--- src/rtl/gpio_seq_pkg.sv ---
package gpio_seq_pkg;
  typedef enum logic [1:0] {
    ST_IDLE = 2'd0,
    ST_RD   = 2'd1,
    ST_MAP  = 2'd2,
    ST_WB   = 2'd3
  } seq_state_e;
endpackage

--- src/rtl/svc_gate.sv ---
module svc_gate #(
  parameter int CNT_W     = 8,
  parameter int GATE_BITS = 2
) (
  input  logic             en_i,
  input  logic             valid_i,
  input  logic [CNT_W-1:0] cnt_i,
  output logic             hit_o
);
  localparam logic [CNT_W-1:0] GATE_MASK = CNT_W'((1 << GATE_BITS) - 1);

  assign hit_o = valid_i && en_i && ((cnt_i & GATE_MASK) == '0);
endmodule

--- src/rtl/frame_ptr.sv ---
module frame_ptr #(
  parameter int                ADDR_W     = 32,
  parameter int                MAX_FRAMES = 256,
  parameter logic [ADDR_W-1:0] BASE_ADDR  = 'h11000,
  parameter logic [ADDR_W-1:0] BUF_OFS    = 'h400
) (
  input  logic              clk_i,
  input  logic              rst_ni,
  input  logic              load_i,
  input  logic              sel_i,
  input  logic              adv_i,
  output logic [ADDR_W-1:0] addr_o
);
  localparam int IDX_W      = (MAX_FRAMES > 1) ? $clog2(MAX_FRAMES) : 1;
  localparam int WORD_SHIFT = 2;
  localparam logic [IDX_W-1:0] LAST_IDX = IDX_W'(MAX_FRAMES - 1);

  logic             buf_q;
  logic [IDX_W-1:0] idx_q;
  logic             buf_eff;
  logic [IDX_W-1:0] idx_eff;

  // a load in the same cycle is visible to a read issued in that cycle
  assign buf_eff = load_i ? sel_i : buf_q;
  assign idx_eff = load_i ? '0 : idx_q;
  assign addr_o  = BASE_ADDR + (buf_eff ? BUF_OFS : '0)
                 + (ADDR_W'(idx_eff) << WORD_SHIFT);

  always_ff @(posedge clk_i or negedge rst_ni) begin
    if (!rst_ni) begin
      buf_q <= 1'b0;
      idx_q <= '0;
    end else if (load_i) begin
      buf_q <= sel_i;
      idx_q <= '0;
    end else if (adv_i) begin
      idx_q <= (idx_q == LAST_IDX) ? '0 : idx_q + 1'b1;
    end
  end

  p_hold_idx_r8: assert property (@(posedge clk_i) disable iff (!rst_ni)
    (!adv_i && !load_i) |=> ($stable(idx_q) && $stable(buf_q)));
  p_wrap_r9: assert property (@(posedge clk_i) disable iff (!rst_ni)
    (adv_i && !load_i && idx_q == LAST_IDX) |=> (idx_q == '0));
endmodule

--- src/rtl/svc_fsm.sv ---
module svc_fsm
  import gpio_seq_pkg::*;
#(
  parameter int DATA_W = 32
) (
  input  logic              clk_i,
  input  logic              rst_ni,
  input  logic              hit_i,
  input  logic              map_done_i,
  input  logic [DATA_W-1:0] map_result_i,
  output logic              idle_o,
  output logic              rd_req_o,
  output logic              wr_req_o,
  output logic              map_start_o,
  output logic              adv_o,
  output logic [DATA_W-1:0] wb_data_o
);
  seq_state_e  state_q, state_d;
  logic [DATA_W-1:0] wb_q;

  assign idle_o      = (state_q == ST_IDLE);
  assign rd_req_o    = idle_o && hit_i;
  assign map_start_o = (state_q == ST_RD);
  assign wr_req_o    = (state_q == ST_WB);
  assign adv_o       = wr_req_o;
  assign wb_data_o   = wb_q;

  always_comb begin
    state_d = state_q;
    unique case (state_q)
      ST_IDLE: if (hit_i)      state_d = ST_RD;
      ST_RD:                   state_d = ST_MAP;
      ST_MAP:  if (map_done_i) state_d = ST_WB;
      ST_WB:                   state_d = ST_IDLE;
      default:                 state_d = ST_IDLE;
    endcase
  end

  always_ff @(posedge clk_i or negedge rst_ni) begin
    if (!rst_ni) begin
      state_q <= ST_IDLE;
      wb_q    <= '0;
    end else begin
      state_q <= state_d;
      if (state_q == ST_MAP && map_done_i) wb_q <= map_result_i;
    end
  end

  p_start_after_rd_r5: assert property (@(posedge clk_i) disable iff (!rst_ni)
    rd_req_o |=> (map_start_o && !idle_o));
  p_wb_after_done_r7: assert property (@(posedge clk_i) disable iff (!rst_ni)
    (state_q == ST_MAP && map_done_i) |=> (wr_req_o && wb_data_o == $past(map_result_i)));
  p_excl_r7: assert property (@(posedge clk_i) disable iff (!rst_ni)
    $onehot0({rd_req_o, wr_req_o, map_start_o}));
endmodule

--- src/rtl/gpio_frame_seq.sv ---
module gpio_frame_seq #(
  parameter int                ADDR_W     = 32,
  parameter int                DATA_W     = 32,
  parameter int                CNT_W      = 8,
  parameter int                GATE_BITS  = 2,
  parameter int                MAX_FRAMES = 256,
  parameter logic [ADDR_W-1:0] BASE_ADDR  = 'h11000,
  parameter logic [ADDR_W-1:0] BUF_OFS    = 'h400
) (
  input  logic              clk_i,
  input  logic              rst_ni,
  input  logic              en_i,
  input  logic              xfer_valid_i,
  input  logic [CNT_W-1:0]  xfer_cnt_i,
  input  logic              buf_start_i,
  input  logic              buf_sel_i,
  output logic              xfer_ready_o,
  output logic              mem_req_o,
  output logic              mem_we_o,
  output logic [ADDR_W-1:0] mem_addr_o,
  output logic [DATA_W-1:0] mem_wdata_o,
  input  logic [DATA_W-1:0] mem_rdata_i,
  output logic              map_start_o,
  output logic [DATA_W-1:0] map_word_o,
  input  logic              map_done_i,
  input  logic [DATA_W-1:0] map_result_i
);
  localparam logic [CNT_W-1:0] LOW_MASK = CNT_W'((1 << GATE_BITS) - 1);

  logic hit, idle, rd_req, wr_req, adv, load;

  svc_gate #(.CNT_W(CNT_W), .GATE_BITS(GATE_BITS)) u_gate (
    .en_i    (en_i),
    .valid_i (xfer_valid_i),
    .cnt_i   (xfer_cnt_i),
    .hit_o   (hit)
  );

  // buffer restarts are only honoured between services
  assign load = buf_start_i && idle;

  frame_ptr #(
    .ADDR_W(ADDR_W), .MAX_FRAMES(MAX_FRAMES),
    .BASE_ADDR(BASE_ADDR), .BUF_OFS(BUF_OFS)
  ) u_ptr (
    .clk_i  (clk_i),
    .rst_ni (rst_ni),
    .load_i (load),
    .sel_i  (buf_sel_i),
    .adv_i  (adv),
    .addr_o (mem_addr_o)
  );

  svc_fsm #(.DATA_W(DATA_W)) u_fsm (
    .clk_i        (clk_i),
    .rst_ni       (rst_ni),
    .hit_i        (hit),
    .map_done_i   (map_done_i),
    .map_result_i (map_result_i),
    .idle_o       (idle),
    .rd_req_o     (rd_req),
    .wr_req_o     (wr_req),
    .map_start_o  (map_start_o),
    .adv_o        (adv),
    .wb_data_o    (mem_wdata_o)
  );

  assign xfer_ready_o = idle;
  assign mem_req_o    = rd_req || wr_req;
  assign mem_we_o     = wr_req;
  assign map_word_o   = mem_rdata_i;

  p_gate_r3: assert property (@(posedge clk_i) disable iff (!rst_ni)
    (mem_req_o && !mem_we_o) |-> (en_i && (xfer_cnt_i & LOW_MASK) == '0));
  p_en_r2: assert property (@(posedge clk_i) disable iff (!rst_ni)
    (!en_i && xfer_ready_o) |=> xfer_ready_o);
  p_stall_r6: assert property (@(posedge clk_i) disable iff (!rst_ni)
    (map_start_o || mem_we_o) |-> !xfer_ready_o);
  p_addr_hold_r7: assert property (@(posedge clk_i) disable iff (!rst_ni)
    !xfer_ready_o |-> $stable(mem_addr_o));
endmodule

--- config.mk ---
export PLATFORM = sky130hd
export DESIGN_NAME = gpio_frame_seq
export DESIGN_NICKNAME = d
export VERILOG_FILES = /design/src/rtl/gpio_seq_pkg.sv /design/src/rtl/svc_gate.sv /design/src/rtl/frame_ptr.sv /design/src/rtl/svc_fsm.sv /design/src/rtl/gpio_frame_seq.sv
export SDC_FILE = /design/constraint.sdc
export NUM_CORES = 1
export LEC_CHECK = 0
export ABC_AREA = 0
export ABC_CLOCK_PERIOD_IN_PS = 1830
export BUFFER_PORTS_ARGS = -buffer_cell sky130_fd_sc_hd__buf_2
export CORE_ASPECT_RATIO = 1.4
export CORE_MARGIN = 2
export CORE_UTILIZATION = 41
export DETAILED_ROUTE_END_ITERATION = 7
export PLACE_DENSITY_LB_ADDON = 0.12
export SYNTH_ARGS = -nofsm -noshare
export SYNTH_HDL_FRONTEND = slang
export SYNTH_HIERARCHICAL = 1
export SYNTH_SLANG_ARGS = --single-unit
--- constraint.sdc ---
create_clock -name clk_i -period 1.83 [get_ports clk_i]
set_clock_uncertainty 0.15 [all_clocks]
set_input_delay 0.183 -clock clk_i [delete_from_list [all_inputs] [get_ports clk_i]]
set_output_delay 0.183 -clock clk_i [all_outputs]
set_load 0.02 [all_outputs]
==> reports/qor.yml, run 1 <==
setup_path:
  end_kind: "output port"
  crit_arrival_ns: 1.50
  cp.required_ns: 1.50
  reg2reg_slack_ns: 0.10
  reg2reg_depth: 6
  worst-path-max-fanout: 4
  rr_startpoint: "u_fsm/state_q[0]"
  critical_path.top_delay_family: "flip-flops"
  cpPeakStageDelay_ns: 0.39
  r2r-end: "u_fsm/wb_data_o[17]"
  slowest_stage: "dfrtp_1"
  start_kind: "flip-flop"
  crit_buf_inv: 2
  path_cells: "inv_2 -> ha_4 -> and2_4 -> mux2_4 -> buf_6"
  critPathKind: "reg2out"
synthesis:
  yosysTopAreaCell: "dfrtp_1"
  yosys_warnings: 6
  ys_ff_latch: 43
  synth_cell_types: 31
  avgSynthCellArea_um2: 12.32
  netlist_area_mm2: 0.002451
  synth_cells: 199
  netlist_top_cells_area: "dfrtp_1 44%, mux2_4 18%, buf_4 17%"
  yosysSeqAreaShare_pct: 43.90
  netlist.area_leader.share_pct: 43.90
routing:
  wl_per_cell_um: 13.52
  detail-route-antenna-nets: 0
  drt_wl_total_um: 4963
  post-route-drc-count: 0
  via_count: 1616
  vias_per_cell: 4.403
  drtPass1Iterations: 3
  drt_first_iter_violations: 74
cts:
  clkSlewWorstSetupHoldPaths_ns: 0.08
  clock-sinks: 43
  root_buffer: "clkbuf_8"
  htreeDepth: 2
  cts_buffers: 5
  clk-insertion-delay-late_ns: 0.29
  cts_buffer_depth: 2
  cts_tree: "built"
power_and_ir_drop:
  leakagePower_nw: 1.660
  vdd_drop_max_v: 0.0008983
  internal-power_mw: 3.109
  powerDensity_mw_per_mm2: 1599
  switching_share_pct: 38.91
  p_sw_mw: 1.981
  p_comb_share_pct: 55.5
  power.total_mw: 5.090
  clockPowerShare_pct: 11.9
  sequentialPowerShare_pct: 32.6
final_layout:
  fin_cells: 367
  nFillCells: 526
  final_layout_size_suffix_gt1_share_pct: 50.84
  finalNetCount: 381
  multi_input_area_um2: 993.5
  syn_to_final_growth_pct: 29.86
  seq_area_mm2: 0.001076
  antenna_cells: 0
timing:
  hold_ws_ns: 0.1473
  final_max_slew_viol_count: 0
  tns_ns: -0.005112
  rsz0062_at_grt: "true"
  finalSetupViolations: 1
  hold_viol: 0
  fmax_ghz: 0.5449
  setup_slack_ns: -0.005112
  period_needed_ns: 1.835
  finalCritPeriodShare_pct: 100.3
grt:
  grtUsageTotal_pct: 14.88
  grt_pass1_wl_um: 7776
  antenna_found_initial: 0
  grt_pass1_vias: 1589
  grt_max_degree: 24
  grt-ovfl-total: 0
place:
  gp_congestion: 0.7108
  dp_hpwl_um: 3326
  dp.cells: 321
  portBuffers: 85
worst_hold_path:
  min_path_cells: 3
  hold_class: "in2reg"
  hold_end: "u_fsm/state_q[0]"
  min_from: "map_done_i"
flow_run:
  max_cap_violations: 0
floorplan:
  fp.dieW_um: 69.35
  die-area_mm2: 0.006621
  core_mm2: 0.005822
  rows: 33
  start_util_pct: 42.10
  die_h_um: 95.49
  io_pins: 179
status:
  status: "finished, violations left"
  failed_checks: "negative setup slack"
worst max-delay path by stage:
| stage | endpoint | from | slack (ns) | cells after the start |
|---|---|---|---|---|
| after floorplan | mem_addr_o[10] | u_fsm/state_q[0] | 0.05 | 5 |
| after global placement | mem_addr_o[10] | u_fsm/state_q[0] | 0.14 | 5 |
| after detailed placement | mem_addr_o[10] | u_fsm/state_q[0] | 0.13 | 5 |
| after CTS | mem_addr_o[10] | u_fsm/state_q[0] | -0.06 | 5 |
| after global routing | mem_addr_o[10] | u_fsm/state_q[1] | -0.08 | 5 |
| final | mem_addr_o[10] | u_fsm/state_q[1] | -0.005 | 5 |
power by group through the flow:
| stage | sequential [mW] | combinational [mW] | clock [mW] |
|---|---|---|---|
| 2_1_floorplan | 2.13 | 1.54 | 0 |
| 3_3_place_gp | 1.67 | 2.53 | 0 |
| 3_5_place_dp | 1.66 | 2.56 | 0 |
| 4_1_cts | 1.65 | 2.72 | 0.643 |
| 5_1_grt | 1.73 | 3.03 | 0.681 |
| 6_report | 1.66 | 2.83 | 0.606 |
through the flow:
step                area [µm²]  worst slack (ns)  util (%)
detailed placement        2633            0.1337     45.22
global placement          2633            0.1413     45.22
floorplan                 2534           0.04680         -
CTS                       3105          -0.05803     53.34
global route              3183          -0.07965     54.67
finish                    3183         -0.005112     54.67
state kept, by name, summed over array words and instances (netlist names):
name / cells
u_fsm/wb_data_o: 32
u_ptr/idx_q: 8
u_ptr/buf_q: 1
u_fsm/state_q: 2
logic make-up (layout without fill, tap and decap cells):
group | Yosys count | count (layout) | share of synthesized area, %
buffers and inverters | 67 | 144 | 20.98
flip-flops | 43 | 43 | 43.90
multiplexers | 35 | 35 | 20.62
AND/OR/NAND/NOR | 32 | 32 | 7.861
AO/OA/AOI/OAI | 13 | 13 | 3.063
adder cells (fa/ha/maj) | 5 | 5 | 2.552
other | 2 | 23 | 0.3064
XOR/XNOR | 2 | 2 | 0.7148
cell usage in the layout (no fill, tap or decap), drive strengths merged, types with 4 or more instances in the layout:
cell	n
a21oi	8
clkbuf	6
conb	23
nand3	4
dfrtp	43
nor2b	7
inv	6
ha	5
mux2	34
nor2	4
buf	97
dlygate4sd3	34
nand2	5
repair_timing:
action | 4_1_cts | 5_1_grt
buffers inserted | 3 | 2
hold buffers | 34 | 0
gates resized for setup | 8 | 17
hold endpoints to repair | 53 | 0
setup endpoints to repair | 9 | 20
pin swaps | 0 | 2
metal layers:
layer  GRT usage (%)  share of wire, %  up-vias
met1           17.11                40      736
li1                -                 -      776
met4           8.987               4.0        0
met3           5.285               8.4       23
met2           23.88                48       81
met5               0                 0        -
cell usage after synthesis, drive strengths merged:
library cell and n:
nand3b 1, mux2i 1, nand2 5, or3 2, nand3 4, nor2 4, nor3 2, mux2 34
buf 60, nand4 2, a21oi 8, and2 2, and4bb 1, o22ai 1, nor2b 7, o41ai 1
conb 2, o211ai 1, or4 1, or2 1, clkbuf 1, inv 6, ha 5, a22oi 1
xor2 2, dfrtp 43, o21ai 1
cell type report:
cell class	instances	area share (%)
Clock buffer	6	2.594
Timing Repair Buffer	131	28.77
Inverter	6	0.7075
Tap cell	70	2.752
Clock inverter	1	0.1572
Sequential cell	43	33.80
Multi-Input combinational cell	110	31.21
worst min-delay path: cells and delay by family:
| family | cells | cell delay [ns] |
|---|---|---|
| buf+inv | 1 | 0.11 |
| compound gates | 2 | 0.24 |
Power figures use the tool's default switching activity.
==> run 2, diff against run 1 <==
Settings changed: RECOVER_POWER set to 25.
==> run 2 against run 1 <==
Effect of this change: largest cell class unchanged; combinational power about the same; worst hold slack is essentially flat; first-iteration DRC count did not move; the run still ends with negative setup slack left; die area stayed put; register-to-register slack barely moved; wire length about the same; non-clock buffer count did not move; critical endpoint unchanged; critical path depth did not move.
==> reports/qor.yml, run 2 (synthesis results as in run 1) <==
grt:
  grt-ovfl-total: 0  # unchanged
  grt_pass1_wl_um: 7776  # unchanged
  antenna_found_initial: 0  # unchanged
  grt_pass1_vias: 1589  # unchanged
  grt_max_degree: 24  # unchanged
  grtUsageTotal_pct: 14.88  # unchanged
routing:
  drt_wl_total_um: 4964  # about the same
  drtPass1Iterations: 3  # unchanged
  detail-route-antenna-nets: 0  # unchanged
  via_count: 1616  # unchanged
  post-route-drc-count: 0  # unchanged
  wl_per_cell_um: 13.53  # about the same
  drt_first_iter_violations: 74  # unchanged
  vias_per_cell: 4.403  # unchanged
setup_path:
  path_cells: "inv_2 -> ha_4 -> and2_4 -> mux2_4 -> buf_6"
  r2r-end: "u_fsm/wb_data_o[17]"
  cp.required_ns: 1.50  # about the same
  worst-path-max-fanout: 4  # unchanged
  crit_arrival_ns: 1.50  # about the same
  startpoint: "u_fsm/state_q[1]"
  reg2reg_depth: 6  # unchanged
  critPathKind: "reg2out"
  end_kind: "output port"
  slowest_stage: "dfrtp_1"
  cpPeakStageDelay_ns: 0.39  # about the same
  rr_startpoint: "u_fsm/state_q[0]"
  start_kind: "flip-flop"
  reg2reg_slack_ns: 0.10  # about the same
timing:
  rsz0062_at_grt: "true"
  final_max_slew_viol_count: 0  # unchanged
  tns_ns: -0.005084  # +0.00002753 ns
  slew_headroom_pct: 20.26
  finalCritPeriodShare_pct: 100.3  # about the same
  finalSetupViolations: 1  # unchanged
  hold_ws_ns: 0.1470  # -0.0002370 ns
  worst_pin_slew_ns: 1.196
  fmax_ghz: 0.5449  # about the same
  hold_viol: 0  # unchanged
  period_needed_ns: 1.835  # -0.00002753 ns
  setup_slack_ns: -0.005084  # +0.00002753 ns
power_and_ir_drop:
  leakagePower_nw: 1.657  # -0.17%
  power.total_mw: 5.091  # about the same
  powerDensity_mw_per_mm2: 1600  # about the same
  vdd_drop_max_v: 0.0008983  # about the same
floorplan:
  die_h_um: 95.49  # unchanged
  core_mm2: 0.005822  # unchanged
  rows: 33  # unchanged
  die-area_mm2: 0.006621  # unchanged
  start_util_pct: 42.10  # unchanged
  io_pins: 179  # unchanged
  fp.dieW_um: 69.35  # unchanged
cts:
  cts_buffers: 5  # unchanged
  clock-sinks: 43  # unchanged
  cts_buffer_depth: 2  # unchanged
  clkSlewWorstSetupHoldPaths_ns: 0.08  # about the same
  cts_tree: "built"
  htreeDepth: 2  # unchanged
  root_buffer: "clkbuf_8"
  clk-insertion-delay-late_ns: 0.29  # about the same
place:
  post_dp_cell_area_mm2: 0.002633  # unchanged
  gp_congestion: 0.7108  # unchanged
  dp_hpwl_um: 3326  # unchanged
  portBuffers: 85  # unchanged
  place_ws_ns: 0.1337  # unchanged
status:
  failed_checks: "negative setup slack"
  status: "finished, violations left"
final_layout:
  nFillCells: 527  # +0.19%
  multi_input_area_um2: 993.5  # unchanged
  mostFrequentLayoutCells: "76 x buf_2, 43 x dfrtp_1, 34 x dlygate4sd3_1"
  largest_register_ff_count: 32  # unchanged
  seq_area_mm2: 0.001076  # unchanged
  finalNetCount: 381  # unchanged
  syn_to_final_growth_pct: 29.81  # about the same
  antenna_cells: 0  # unchanged
  stdcell_area_mm2: 0.003182  # about the same
  final_layout_size_suffix_gt1_share_pct: 50.51  # -0.34 points
  layout_commonest_cell: "buf_2"
worst_hold_path:
  min_path_cells: 3  # unchanged
  hold_class: "in2reg"
  min_from: "map_done_i"
  hold_end: "u_fsm/state_q[0]"
flow_run:
  max_cap_violations: 0  # unchanged
[run 2: cell types whose count changed in the layout (fill, tap and decap cells not counted)]
cell / change
buf_2: -1
clkbuf_1: +1
[run 2: per-stage QoR]
step | utilization, % | cells
finish | 54.65 | 367
global route | 54.65 | 367
CTS | 53.34 | 365
detailed placement | 45.22 | 321
global placement | 45.22 | 321
floorplan | - | 220
[run 2: worst max path at each step]
| stage | endpoint | slack (ns) | cells after the start |
|---|---|---|---|
| after floorplan | mem_addr_o[10] | 0.05 | 5 |
| after global placement | mem_addr_o[10] | 0.14 | 5 |
| after detailed placement | mem_addr_o[10] | 0.13 | 5 |
| after CTS | mem_addr_o[10] | -0.06 | 5 |
| after global routing | mem_addr_o[10] | -0.08 | 5 |
| final | mem_addr_o[10] | -0.005 | 5 |
[run 2: worst max-delay path, delay by kind of cell (launching register included)]
| family | cells | cell delay [ns] |
|---|---|---|
| fa+ha+maj | 1 | 0.14 |
| buf+inv | 2 | 0.21 |
| flops | 1 | 0.39 |
| mux | 1 | 0.31 |
| simple gates | 1 | 0.16 |
[run 2: power by group]
part	leakage [nW]	switching (mW)	internal (mW)	total, mW
logic	1.10	1.41	1.41	2.83
clock network	0.0470	0.310	0.296	0.606
registers	0.515	0.258	1.40	1.66
total	1.66	1.98	3.11	5.09
[run 2: metal layers]
metal  part of all wire, %  up-vias  GRT usage [%]
met2                    48       81          23.88
met3                   8.4       23          5.285
met5                     0        -              0
met1                    40      736          17.11
met4                   4.0        0          8.987
li1                      -      776              -
[run 2: area by class of cell]
| type | instances | share of cell area (%) |
|---|---|---|
| tap | 70 | 2.753 |
| clock buffer | 6 | 2.595 |
| inverter | 6 | 0.7078 |
| sequential | 43 | 33.82 |
| multi-input combinational | 110 | 31.22 |
| clock inverter | 1 | 0.1573 |
| timing repair buffer | 131 | 28.75 |
[run 2: timing repair]
action,in CTS,in global routing
hold endpoints to repair,53,0
pin swaps,0,2
hold buffers,34,0
setup endpoints to repair,9,20
gates resized for setup,8,17
setup buffers,3,2
==> run 3, diff against run 2 <==
Settings changed: ABC_AREA 0 to unset, SETUP_SLACK_MARGIN set to 0.05.
==> run 3 against run 2 <==
Effect of this change: sequential power is essentially flat; total power grew 2.5%; design area grew 1.8%; the flow still finishes with violations (negative setup slack); sequential share of layout area shrank 0.60 points; combinational power grew 5%; fmax shrank 0.81%; critical path type unchanged; critical path depth is the same; global-route usage shrank 0.43 points; final cell count grew 1.4%; flip-flop and latch count is the same; non-clock buffer count grew 4.
==> reports/qor.yml, run 3 (synthesis results as in run 1) <==
setup_path:
  slowest_stage: "dfrtp_1"
  r2r-end: "u_fsm/wb_data_o[16]"
  worst-path-max-fanout: 4  # unchanged
  cp.required_ns: 1.50  # about the same
  reg2reg_depth: 7  # +1
  end_kind: "output port"
  reg2reg_slack_ns: 0.12  # +0.02 ns
  path_cells: "inv_2 -> ha_4 -> and2_4 -> mux2_4 -> buf_6"
  critPathKind: "reg2out"
  cp-endpoint: "mem_addr_o[10]"
  start_kind: "flip-flop"
  rr_startpoint: "u_fsm/state_q[0]"
  startpoint: "u_fsm/state_q[1]"
  cpPeakStageDelay_ns: 0.39  # about the same
  critical_path.top_delay_family: "flip-flops"
  worst-path-stages: 5  # unchanged
  crit_buf_inv: 2  # unchanged
  crit_arrival_ns: 1.52  # +0.02 ns
timing:
  setup_slack_ns: -0.02006  # -0.01497 ns
  finalCritPeriodShare_pct: 101.1  # +0.82 points
  hold_viol: 0  # unchanged
  finalSetupViolations: 1  # unchanged
  final_max_slew_viol_count: 0  # unchanged
  period_needed_ns: 1.850  # +0.01497 ns
  rsz0062_at_grt: "true"
  worst_pin_slew_ns: 1.079  # -0.1172 ns
  slew_headroom_pct: 28.07  # +7.8 points
  fmax_ghz: 0.5405  # -0.81%
final_layout:
  fin_cells: 372  # +1.4%
  mostFrequentLayoutCells: "75 x buf_2, 43 x dfrtp_1, 34 x dlygate4sd3_1"
  nFillCells: 506  # -4.0%
  antenna_cells: 0  # unchanged
  final_layout_size_suffix_gt1_share_pct: 50.33  # -0.17 points
  final_util_pct: 55.64  # +0.99 points
  layout_commonest_cell: "buf_2"
  syn_to_final_growth_pct: 32.16
  finalNetCount: 385  # +1.0%
  largest_register_ff_count: 32  # unchanged
place:
  gp_congestion: 0.6896  # -3.0%
  dp_hpwl_um: 3179  # -4.4%
  portBuffers: 85  # unchanged
  dp.cells: 321  # unchanged
power_and_ir_drop:
  power.total_mw: 5.219  # +2.5%
  vdd_drop_max_v: 0.0007004  # -22%
  powerDensity_mw_per_mm2: 1611  # +0.70%
  leakagePower_nw: 1.680  # +1.4%
cts:
  cts_tree: "built"
  clock-sinks: 43  # unchanged
  htreeDepth: 2  # unchanged
  cts_buffer_depth: 2  # unchanged
  clkSlewWorstSetupHoldPaths_ns: 0.08  # about the same
  root_buffer: "clkbuf_8"
  clk-insertion-delay-late_ns: 0.29  # about the same
  cts_buffers: 5  # unchanged
routing:
  top_layer_used: "met4"
  vias_per_cell: 4.462  # +1.3%
  met1_length_um: 1951  # -0.86%
  via_count: 1660  # +2.7%
  drt_first_iter_violations: 75  # +1.4%
  wl_met3_um: 372  # -10%
  detail-route-antenna-nets: 0  # unchanged
  wl_per_cell_um: 13.29  # -1.7%
  met2_length_um: 2535  # +6.6%
  drt_wl_total_um: 4944  # -0.40%
  drtPass1Iterations: 4  # +1
  post-route-drc-count: 0  # unchanged
floorplan:
  io_pins: 179  # unchanged
  die_h_um: 95.49  # unchanged
  die-area_mm2: 0.006621  # unchanged
  rows: 33  # unchanged
  fp.dieW_um: 69.35  # unchanged
  start_util_pct: 42.10  # unchanged
  core_mm2: 0.005822  # unchanged
grt:
  grt_pass1_wl_um: 7638  # -1.8%
  grt-ovfl-total: 0  # unchanged
  grtUsageTotal_pct: 14.46  # -0.43 points
  grt_pass1_vias: 1666  # +4.8%
  antenna_found_initial: 0  # unchanged
  grt_max_degree: 44  # +83%
status:
  failed_checks: "negative setup slack"
  status: "finished, violations left"
worst_hold_path:
  hold_class: "in2reg"
  min_path_cells: 3  # unchanged
flow_run:
  max_cap_violations: 0  # unchanged
-- run 3: layout make-up --
cell class | instances | area [µm²] | share of cell area, %
clock buffer | 7 | 76.32 | 2.356
clock inverter | 1 | 5.005 | 0.1545
inverter | 6 | 22.52 | 0.6952
multi-input combinational | 110 | 1002 | 30.94
sequential | 43 | 1076 | 33.22
tap | 70 | 87.58 | 2.704
timing repair buffer | 135 | 969.7 | 29.93
-- run 3: how the worst min path moves through the flow --
stage / start / end / slack, ns
after CTS: map_done_i / u_fsm/state_q[0] / 0.16
after global placement: rst_ni / u_fsm/wb_data_o[27] / 0.15
after global routing: buf_start_i / u_ptr/buf_q / 0.17
final: buf_start_i / u_ptr/buf_q / 0.18
after floorplan: rst_ni / u_fsm/state_q[0] / -0.26
after detailed placement: rst_ni / u_fsm/wb_data_o[27] / 0.15
-- run 3: power by group --
group	internal, mW	switching [mW]	total [mW]
Sequential	1.40	0.256	1.66
Clock	0.268	0.316	0.584
Combinational	1.52	1.46	2.98
Total	3.19	2.03	5.22
-- run 3: timing repair --
item,CTS,global route
setup buffers,5,2
gates resized for setup,16,10
pin swaps,1,1
hold endpoints to repair,76,0
hold buffers,34,0
cloned,0,2
setup endpoints to repair,10,28
-- run 3: routing by layer --
layer  vias to the layer above  GRT usage [%]
met5                         -              0
met4                         0          5.719
met3                        15          4.545
met2                        78          25.40
met1                       781          16.39
li1                        786              -
-- run 3: worst register-to-register path, delay by kind of cell, from the launching register on --
kind          cells  cell delay (ns)
flops             1             0.37
mux               1             0.31
fa+ha+maj         1             0.17
simple gates      1             0.12
buf+inv           4             0.48
-- run 3: through the flow --
step / cell area [µm²] / TNS, ns / setup slack [ns] / hold slack, ns
floorplan: 2544 / 0 / 0.09584 / -0.2626
global placement: 2643 / 0 / 0.1623 / 0.1536
detailed placement: 2643 / 0 / 0.1582 / 0.1511
CTS: 3154 / -0.01548 / -0.01548 / 0.1604
global route: 3239 / -0.2899 / -0.07504 / 0.1663
finish: 3239 / -0.02006 / -0.02006 / 0.1758
